[config.mk]
export PLATFORM = sky130hd
export DESIGN_NAME = i2c_regmap_target
export DESIGN_NICKNAME = d
export VERILOG_FILES = /design/src/rtl/i2c_regmap_pkg.sv /design/src/rtl/i2c_line_sync.sv /design/src/rtl/i2c_reg_bank.sv /design/src/rtl/i2c_target_fsm.sv /design/src/rtl/i2c_regmap_target.sv
export SDC_FILE = /design/constraint.sdc
export NUM_CORES = 1
export LEC_CHECK = 0
export ABC_AREA = 1
export CAP_MARGIN = 5
export CORE_MARGIN = 3
export CORE_UTILIZATION = 57
export CTS_CLUSTER_SIZE = 10
export DETAILED_ROUTE_END_ITERATION = 10
export PLACE_DENSITY = 0.85
export SYNTH_ARGS = -nofsm -noshare
export SYNTH_HDL_FRONTEND = slang
export SYNTH_SLANG_ARGS = --single-unit
[constraint.sdc]
create_clock -name clk -period 4 [get_ports clk]
set_input_delay 0.6 -clock clk [delete_from_list [all_inputs] [get_ports clk]]
set_output_delay 0.6 -clock clk [all_outputs]
set_load 0.01 [all_outputs]
[src/rtl/i2c_regmap_pkg.sv]
package i2c_regmap_pkg;
  localparam int BYTE_W = 8;

  typedef enum logic [3:0] {
    ST_IDLE,
    ST_ADDR,
    ST_ACK_ADDR,
    ST_PTR,
    ST_ACK_PTR,
    ST_WDATA,
    ST_ACK_WDATA,
    ST_RDATA,
    ST_IGNORE
  } tgt_state_e;
endpackage

[src/rtl/i2c_line_sync.sv]
module i2c_line_sync #(
  parameter int STAGES = 2
) (
  input  logic clk,
  input  logic rst_n,
  input  logic scl_i,
  input  logic sda_i,
  output logic scl_s,
  output logic sda_s,
  output logic scl_rise,
  output logic scl_fall,
  output logic start_det,
  output logic stop_det
);
  logic [STAGES-1:0] scl_ff, sda_ff;
  logic              scl_q, sda_q;

  generate
    if (STAGES == 1) begin : g_one
      always_ff @(posedge clk or negedge rst_n) begin
        if (!rst_n) begin
          scl_ff <= '1;
          sda_ff <= '1;
        end else begin
          scl_ff <= scl_i;
          sda_ff <= sda_i;
        end
      end
    end else begin : g_chain
      always_ff @(posedge clk or negedge rst_n) begin
        if (!rst_n) begin
          scl_ff <= '1;
          sda_ff <= '1;
        end else begin
          scl_ff <= {scl_ff[STAGES-2:0], scl_i};
          sda_ff <= {sda_ff[STAGES-2:0], sda_i};
        end
      end
    end
  endgenerate

  assign scl_s = scl_ff[STAGES-1];
  assign sda_s = sda_ff[STAGES-1];

  always_ff @(posedge clk or negedge rst_n) begin
    if (!rst_n) begin
      scl_q <= 1'b1;
      sda_q <= 1'b1;
    end else begin
      scl_q <= scl_s;
      sda_q <= sda_s;
    end
  end

  assign scl_rise  = scl_s & ~scl_q;
  assign scl_fall  = ~scl_s & scl_q;
  assign start_det = scl_s & scl_q & sda_q & ~sda_s;
  assign stop_det  = scl_s & scl_q & ~sda_q & sda_s;
endmodule

[src/rtl/i2c_reg_bank.sv]
module i2c_reg_bank #(
  parameter int NUM_REGS = 8,
  parameter int RO_FIRST = 2,
  parameter int RO_COUNT = 2,
  localparam int PTR_BITS = $clog2(NUM_REGS)
) (
  input  logic                      clk,
  input  logic                      rst_n,
  input  logic                      wr_en,
  input  logic [7:0]                ptr,
  input  logic [7:0]                wr_data,
  input  logic [RO_COUNT*8-1:0]     meas_i,
  output logic [7:0]                rd_data,
  output logic [NUM_REGS*8-1:0]     regs_flat
);
  for (genvar g = 0; g < NUM_REGS; g++) begin : g_reg
    if (g >= RO_FIRST && g < RO_FIRST + RO_COUNT) begin : g_ro
      assign regs_flat[g*8 +: 8] = meas_i[(g-RO_FIRST)*8 +: 8];
    end else begin : g_rw
      always_ff @(posedge clk or negedge rst_n) begin
        if (!rst_n)
          regs_flat[g*8 +: 8] <= '0;
        else if (wr_en && int'(ptr) == g)
          regs_flat[g*8 +: 8] <= wr_data;
      end
    end
  end

  always_comb begin
    if (int'(ptr) < NUM_REGS)
      rd_data = regs_flat[{ptr[PTR_BITS-1:0], 3'b000} +: 8];
    else
      rd_data = '0;
  end
endmodule

[src/rtl/i2c_target_fsm.sv]
module i2c_target_fsm
  import i2c_regmap_pkg::*;
#(
  parameter logic [6:0] DEV_ADDR = 7'b1000100
) (
  input  logic       clk,
  input  logic       rst_n,
  input  logic       sda_s,
  input  logic       scl_rise,
  input  logic       scl_fall,
  input  logic       start_det,
  input  logic       stop_det,
  input  logic [7:0] rd_data,
  output logic       sda_oe,
  output logic       wr_en,
  output logic [7:0] wr_data,
  output logic [7:0] ptr,
  output tgt_state_e state
);
  logic [BYTE_W-1:0] shreg;
  logic [3:0]        bitcnt;
  logic              rw;
  logic              byte_full;

  assign byte_full = (bitcnt == 4'd8);
  assign wr_data   = shreg;

  always_ff @(posedge clk or negedge rst_n) begin
    if (!rst_n) begin
      state  <= ST_IDLE;
      shreg  <= '0;
      bitcnt <= '0;
      rw     <= 1'b0;
      ptr    <= '0;
      sda_oe <= 1'b0;
      wr_en  <= 1'b0;
    end else begin
      wr_en <= 1'b0;
      if (start_det) begin
        state  <= ST_ADDR;
        bitcnt <= '0;
        sda_oe <= 1'b0;
      end else if (stop_det) begin
        state  <= ST_IDLE;
        sda_oe <= 1'b0;
      end else begin
        case (state)
          ST_ADDR, ST_PTR, ST_WDATA: begin
            if (scl_rise && !byte_full) begin
              shreg  <= {shreg[6:0], sda_s};
              bitcnt <= bitcnt + 4'd1;
            end else if (scl_fall && byte_full) begin
              bitcnt <= '0;
              if (state == ST_ADDR) begin
                if (shreg[7:1] == DEV_ADDR) begin
                  rw     <= shreg[0];
                  sda_oe <= 1'b1;
                  state  <= ST_ACK_ADDR;
                end else begin
                  state <= ST_IGNORE;
                end
              end else if (state == ST_PTR) begin
                ptr    <= shreg;
                sda_oe <= 1'b1;
                state  <= ST_ACK_PTR;
              end else begin
                wr_en  <= 1'b1;
                sda_oe <= 1'b1;
                state  <= ST_ACK_WDATA;
              end
            end
          end
          ST_ACK_ADDR: begin
            if (scl_fall) begin
              if (rw) begin
                shreg  <= rd_data;
                sda_oe <= ~rd_data[7];
                bitcnt <= 4'd1;
                state  <= ST_RDATA;
              end else begin
                sda_oe <= 1'b0;
                state  <= ST_PTR;
              end
            end
          end
          ST_ACK_PTR: begin
            if (scl_fall) begin
              sda_oe <= 1'b0;
              state  <= ST_WDATA;
            end
          end
          ST_ACK_WDATA: begin
            if (scl_fall) begin
              sda_oe <= 1'b0;
              state  <= ST_IGNORE;
            end
          end
          ST_RDATA: begin
            if (scl_fall) begin
              if (!byte_full) begin
                sda_oe <= ~shreg[6];
                shreg  <= {shreg[6:0], 1'b0};
                bitcnt <= bitcnt + 4'd1;
              end else begin
                sda_oe <= 1'b0;
                state  <= ST_IGNORE;
              end
            end
          end
          default: ;
        endcase
      end
    end
  end
endmodule

[src/rtl/i2c_regmap_target.sv]
module i2c_regmap_target
  import i2c_regmap_pkg::*;
#(
  parameter logic [6:0] DEV_ADDR    = 7'b1000100,
  parameter int         SYNC_STAGES = 2,
  parameter int         NUM_REGS    = 8,
  parameter int         RO_FIRST    = 2,
  parameter int         RO_COUNT    = 2,
  parameter int         CTRL_BASE   = 0,
  parameter int         THR_LO_BASE = 4,
  parameter int         THR_HI_BASE = 6,
  localparam int        MEAS_W      = RO_COUNT * BYTE_W
) (
  input  logic              clk,
  input  logic              rst_n,
  input  logic              scl_i,
  input  logic              sda_i,
  output logic              sda_oe,
  input  logic [MEAS_W-1:0] meas_i,
  output logic [15:0]       ctrl_o,
  output logic [15:0]       thr_lo_o,
  output logic [15:0]       thr_hi_o
);
  logic        scl_s, sda_s, scl_rise, scl_fall, start_det, stop_det;
  logic        wr_en;
  logic [7:0]  wr_data, ptr, rd_data;
  logic [NUM_REGS*BYTE_W-1:0] regs_flat;
  tgt_state_e  state;

  i2c_line_sync #(.STAGES(SYNC_STAGES)) u_sync (
    .clk(clk), .rst_n(rst_n), .scl_i(scl_i), .sda_i(sda_i),
    .scl_s(scl_s), .sda_s(sda_s), .scl_rise(scl_rise), .scl_fall(scl_fall),
    .start_det(start_det), .stop_det(stop_det)
  );

  i2c_target_fsm #(.DEV_ADDR(DEV_ADDR)) u_fsm (
    .clk(clk), .rst_n(rst_n), .sda_s(sda_s), .scl_rise(scl_rise),
    .scl_fall(scl_fall), .start_det(start_det), .stop_det(stop_det),
    .rd_data(rd_data), .sda_oe(sda_oe), .wr_en(wr_en), .wr_data(wr_data),
    .ptr(ptr), .state(state)
  );

  i2c_reg_bank #(.NUM_REGS(NUM_REGS), .RO_FIRST(RO_FIRST), .RO_COUNT(RO_COUNT)) u_bank (
    .clk(clk), .rst_n(rst_n), .wr_en(wr_en), .ptr(ptr), .wr_data(wr_data),
    .meas_i(meas_i), .rd_data(rd_data), .regs_flat(regs_flat)
  );

  assign ctrl_o   = regs_flat[CTRL_BASE*BYTE_W   +: 16];
  assign thr_lo_o = regs_flat[THR_LO_BASE*BYTE_W +: 16];
  assign thr_hi_o = regs_flat[THR_HI_BASE*BYTE_W +: 16];
endmodule

==> results.yml <==
cts:
  post_cts_resized: 0
  clkSinkCount: 81
  hold_buffers: 0
  insertion_delay_ns: 0.35
  h-tree-depth: 3
  cts_made_buffers: 9
  clockRootBuffer: "clkbuf_8"
  clk_pin_slew_ns: 0.09
  cts_setup_buffers: 0
  cts_max_path_buffers: 2
  tritoncts: "done"
placement:
  dp_hpwl_um: 7972
  dpl_worst_slack_ns: 1.958
  gp_congestion: 0.9395
  port_buffers: 68
layout:
  antenna_cells: 0
  syn_to_final_growth_pct: 22.59
  layout.nets: 647
  drive_gt1_frac: 0.07302
floorplan:
  start_util: 0.5984
  dieArea_sq_mm: 0.008308
  fp-row-count: 30
  ios: 69
  fp.coreArea_sq_mm: 0.006907
  dieHeight_um: 91.15
  dieWidth_um: 91.15
drt:
  ant_nets: 0
  drt-vias-per-instance: 5.499
  wl_per_cell_um: 15.40
  drt-pass1-iter-count: 6
  vias: 3992
  drc: 0
  routed_wl_um: 11180
  drt_iter0_markers: 352
global_route:
  grt_use_total: 0.2795
  grt_max_degree: 82
  grt_pass1_vias: 3716
  grt_pass1_wl_um: 18440
  grt_antenna_before_repair: 0
  overflow: 0
hold_path:
  holdCritPathClass: "reg2reg"
critical_path:
  r2r_slack_ns: 1.91
  critPathKind: "reg2reg"
  path_max_fanout: 9
  worstPathRequired_ns: 4.24
  worstSetupEndpointType: "register"
  critPathLaunchType: "register"
  cp.arrival_ns: 2.33
synthesis:
  yosys_warnings: 0
  synth_cells: 559
  seq_area_frac_synth: 0.4923
  synth_area_leaders: "dfrtp_1 (45%), nand2_1 (19%), o21ai_0 (9.0%)"
  synth_area_sq_mm: 0.004133
  ys_ff_latch: 81
  synthDominantCellAreaShare: 0.4541
  synth_area_per_cell_sq_um: 7.393
  synth.distinct_cells: 27
  yosys.area.top_type: "dfrtp_1"
  syn_nets: 581
sta:
  tns_ns: 0
  period_needed_ns: 2.088
  max_freq_mhz: 478.9
  tightest_slew_ns: 1.000
  holdWs_ns: 0.3607
  setup_viol: 0
  period_share: 0.5220
  rsz0062_at_grt: "false"
  hold_viol: 0
  slew_viol_final: 0
  worst_slack_ns: 1.912
  clock_skew_ns: 0.008200
  relSlewSlack: 0.3331
power_and_ir_drop:
  leakage_nw: 2.368
  pwr_density_cell_mw_per_mm2: 511.7
  power_w: 0.002592
  vdd_drop_max_uv: 274.7
run_status:
  status: "finished, final reports clean"
job:
  drv_cap: 0
[flip-flops by register name, summed over array words and instances (netlist names)]
| register | flops |
|---|---|
| u_fsm.rw | 1 |
| u_sync.scl_q | 1 |
| u_bank.regs_flat | 48 |
| u_fsm.wr_en | 1 |
| u_fsm.bitcnt | 4 |
| u_fsm.state | 4 |
| u_fsm.wr_data | 8 |
| u_sync.sda_ff | 2 |
| u_fsm.sda_oe | 1 |
| u_sync.sda_q | 1 |
| u_fsm.ptr | 8 |
| u_sync.scl_ff | 2 |
[critical path: stages (launching register included)]
cell and delay (ns):
dfstp_2 0.52, inv_1 0.05, nand2_1 0.05, nor2_1 0.06, nor2_1 0.50, nand2_1 0.19, nor3_4 0.32, inv_2 0.14
nand2_1 0.10, nand2_1 0.05
[cell type report]
type                       count  area [sq um]
inverter                      76         285.3
timing repair buffer          68         678.2
clock inverter                 6         68.82
fill                         558          1841
multi-input combinational    389          1752
tap                           96         120.1
clock buffer                  10         127.6
sequential                    81          2034
[Yosys cell counts (all sizes together)]
cell type    n
a22oi        1
o21ai       85
nand2      210
nor2        41
xnor2        1
ha           2
dfstp        6
nor3         3
dfrtp       75
o22ai        8
nand4       11
nor4         2
clkbuf       7
a21oi        2
inv         76
buf          6
nand3       22
a31oi        1
[metrics by stage]
step | util | instance area, sq um | instances
global route | 0.7335 | 5066 | 726
detailed placement | 0.7051 | 4870 | 710
finish | 0.7335 | 5066 | 726
floorplan | - | 4133 | 559
global placement | 0.7051 | 4870 | 710
CTS | 0.7335 | 5066 | 726
[layout by cell type, fill, tap and decap left out, drive strengths merged]
master         synthesis  routed
o22ai                  8       8
xnor2                  1       1
a21oi                  2       2
clkinv                 0       1
nor2                  41      41
nand3                 22      22
dfrtp                 75      75
buf                    6       1
bufinv                 0       1
clkinvlp               0       4
dfstp                  6       6
nor4                   2       2
nand2                210     210
a31oi                  1       1
clkdlybuf4s50          0      67
nor3                   3       3
clkbuf                 7      10
nand4                 11      11
ha                     2       2
inv                   76      76
a22oi                  1       1
o21ai                 85      85
[logic make-up after synthesis]
| family | Yosys count | share of synthesized area |
|---|---|---|
| XOR/XNOR | 1 | 0.002120 |
| buffers and inverters | 89 | 0.08386 |
| flip-flops | 81 | 0.4923 |
| AO/OA/AOI/OAI | 97 | 0.1208 |
| AND/OR/NAND/NOR | 289 | 0.2949 |
| adder cells (fa/ha/maj) | 2 | 0.006054 |
[where the power goes]
part           total [W]  switching (W)  internal (W)
Sequential       0.00101       0.000102      0.000910
Combinational   0.000986       0.000680      0.000306
Clock           0.000595       0.000305      0.000289
Total            0.00259        0.00109       0.00151
[metal layers]
metal  track usage  share of wire  vias to the layer above
li1              -              -                     1893
met1        0.4073           0.44                     1872
met2        0.4194           0.45                      198
met3       0.05054          0.085                       29
met4        0.1005          0.024                        0
met5             0              0                        -
[final timing paths]
path / endpoint / startpoint / cells after the start
max reg2reg: u_fsm.wr_data[2] / u_sync.sda_q / 9
min: u_sync.scl_ff[1] / u_sync.scl_ff[0] / 0
max in group asynchronous: u_bank.regs_flat[62] / rst_n / 1
max: u_fsm.wr_data[2] / u_sync.sda_q / 9
min in group asynchronous: u_fsm.state[1] / rst_n / 1
min reg2reg: u_sync.scl_ff[1] / u_sync.scl_ff[0] / 0
No activity file was read; power rests on OpenSTA's default activity.
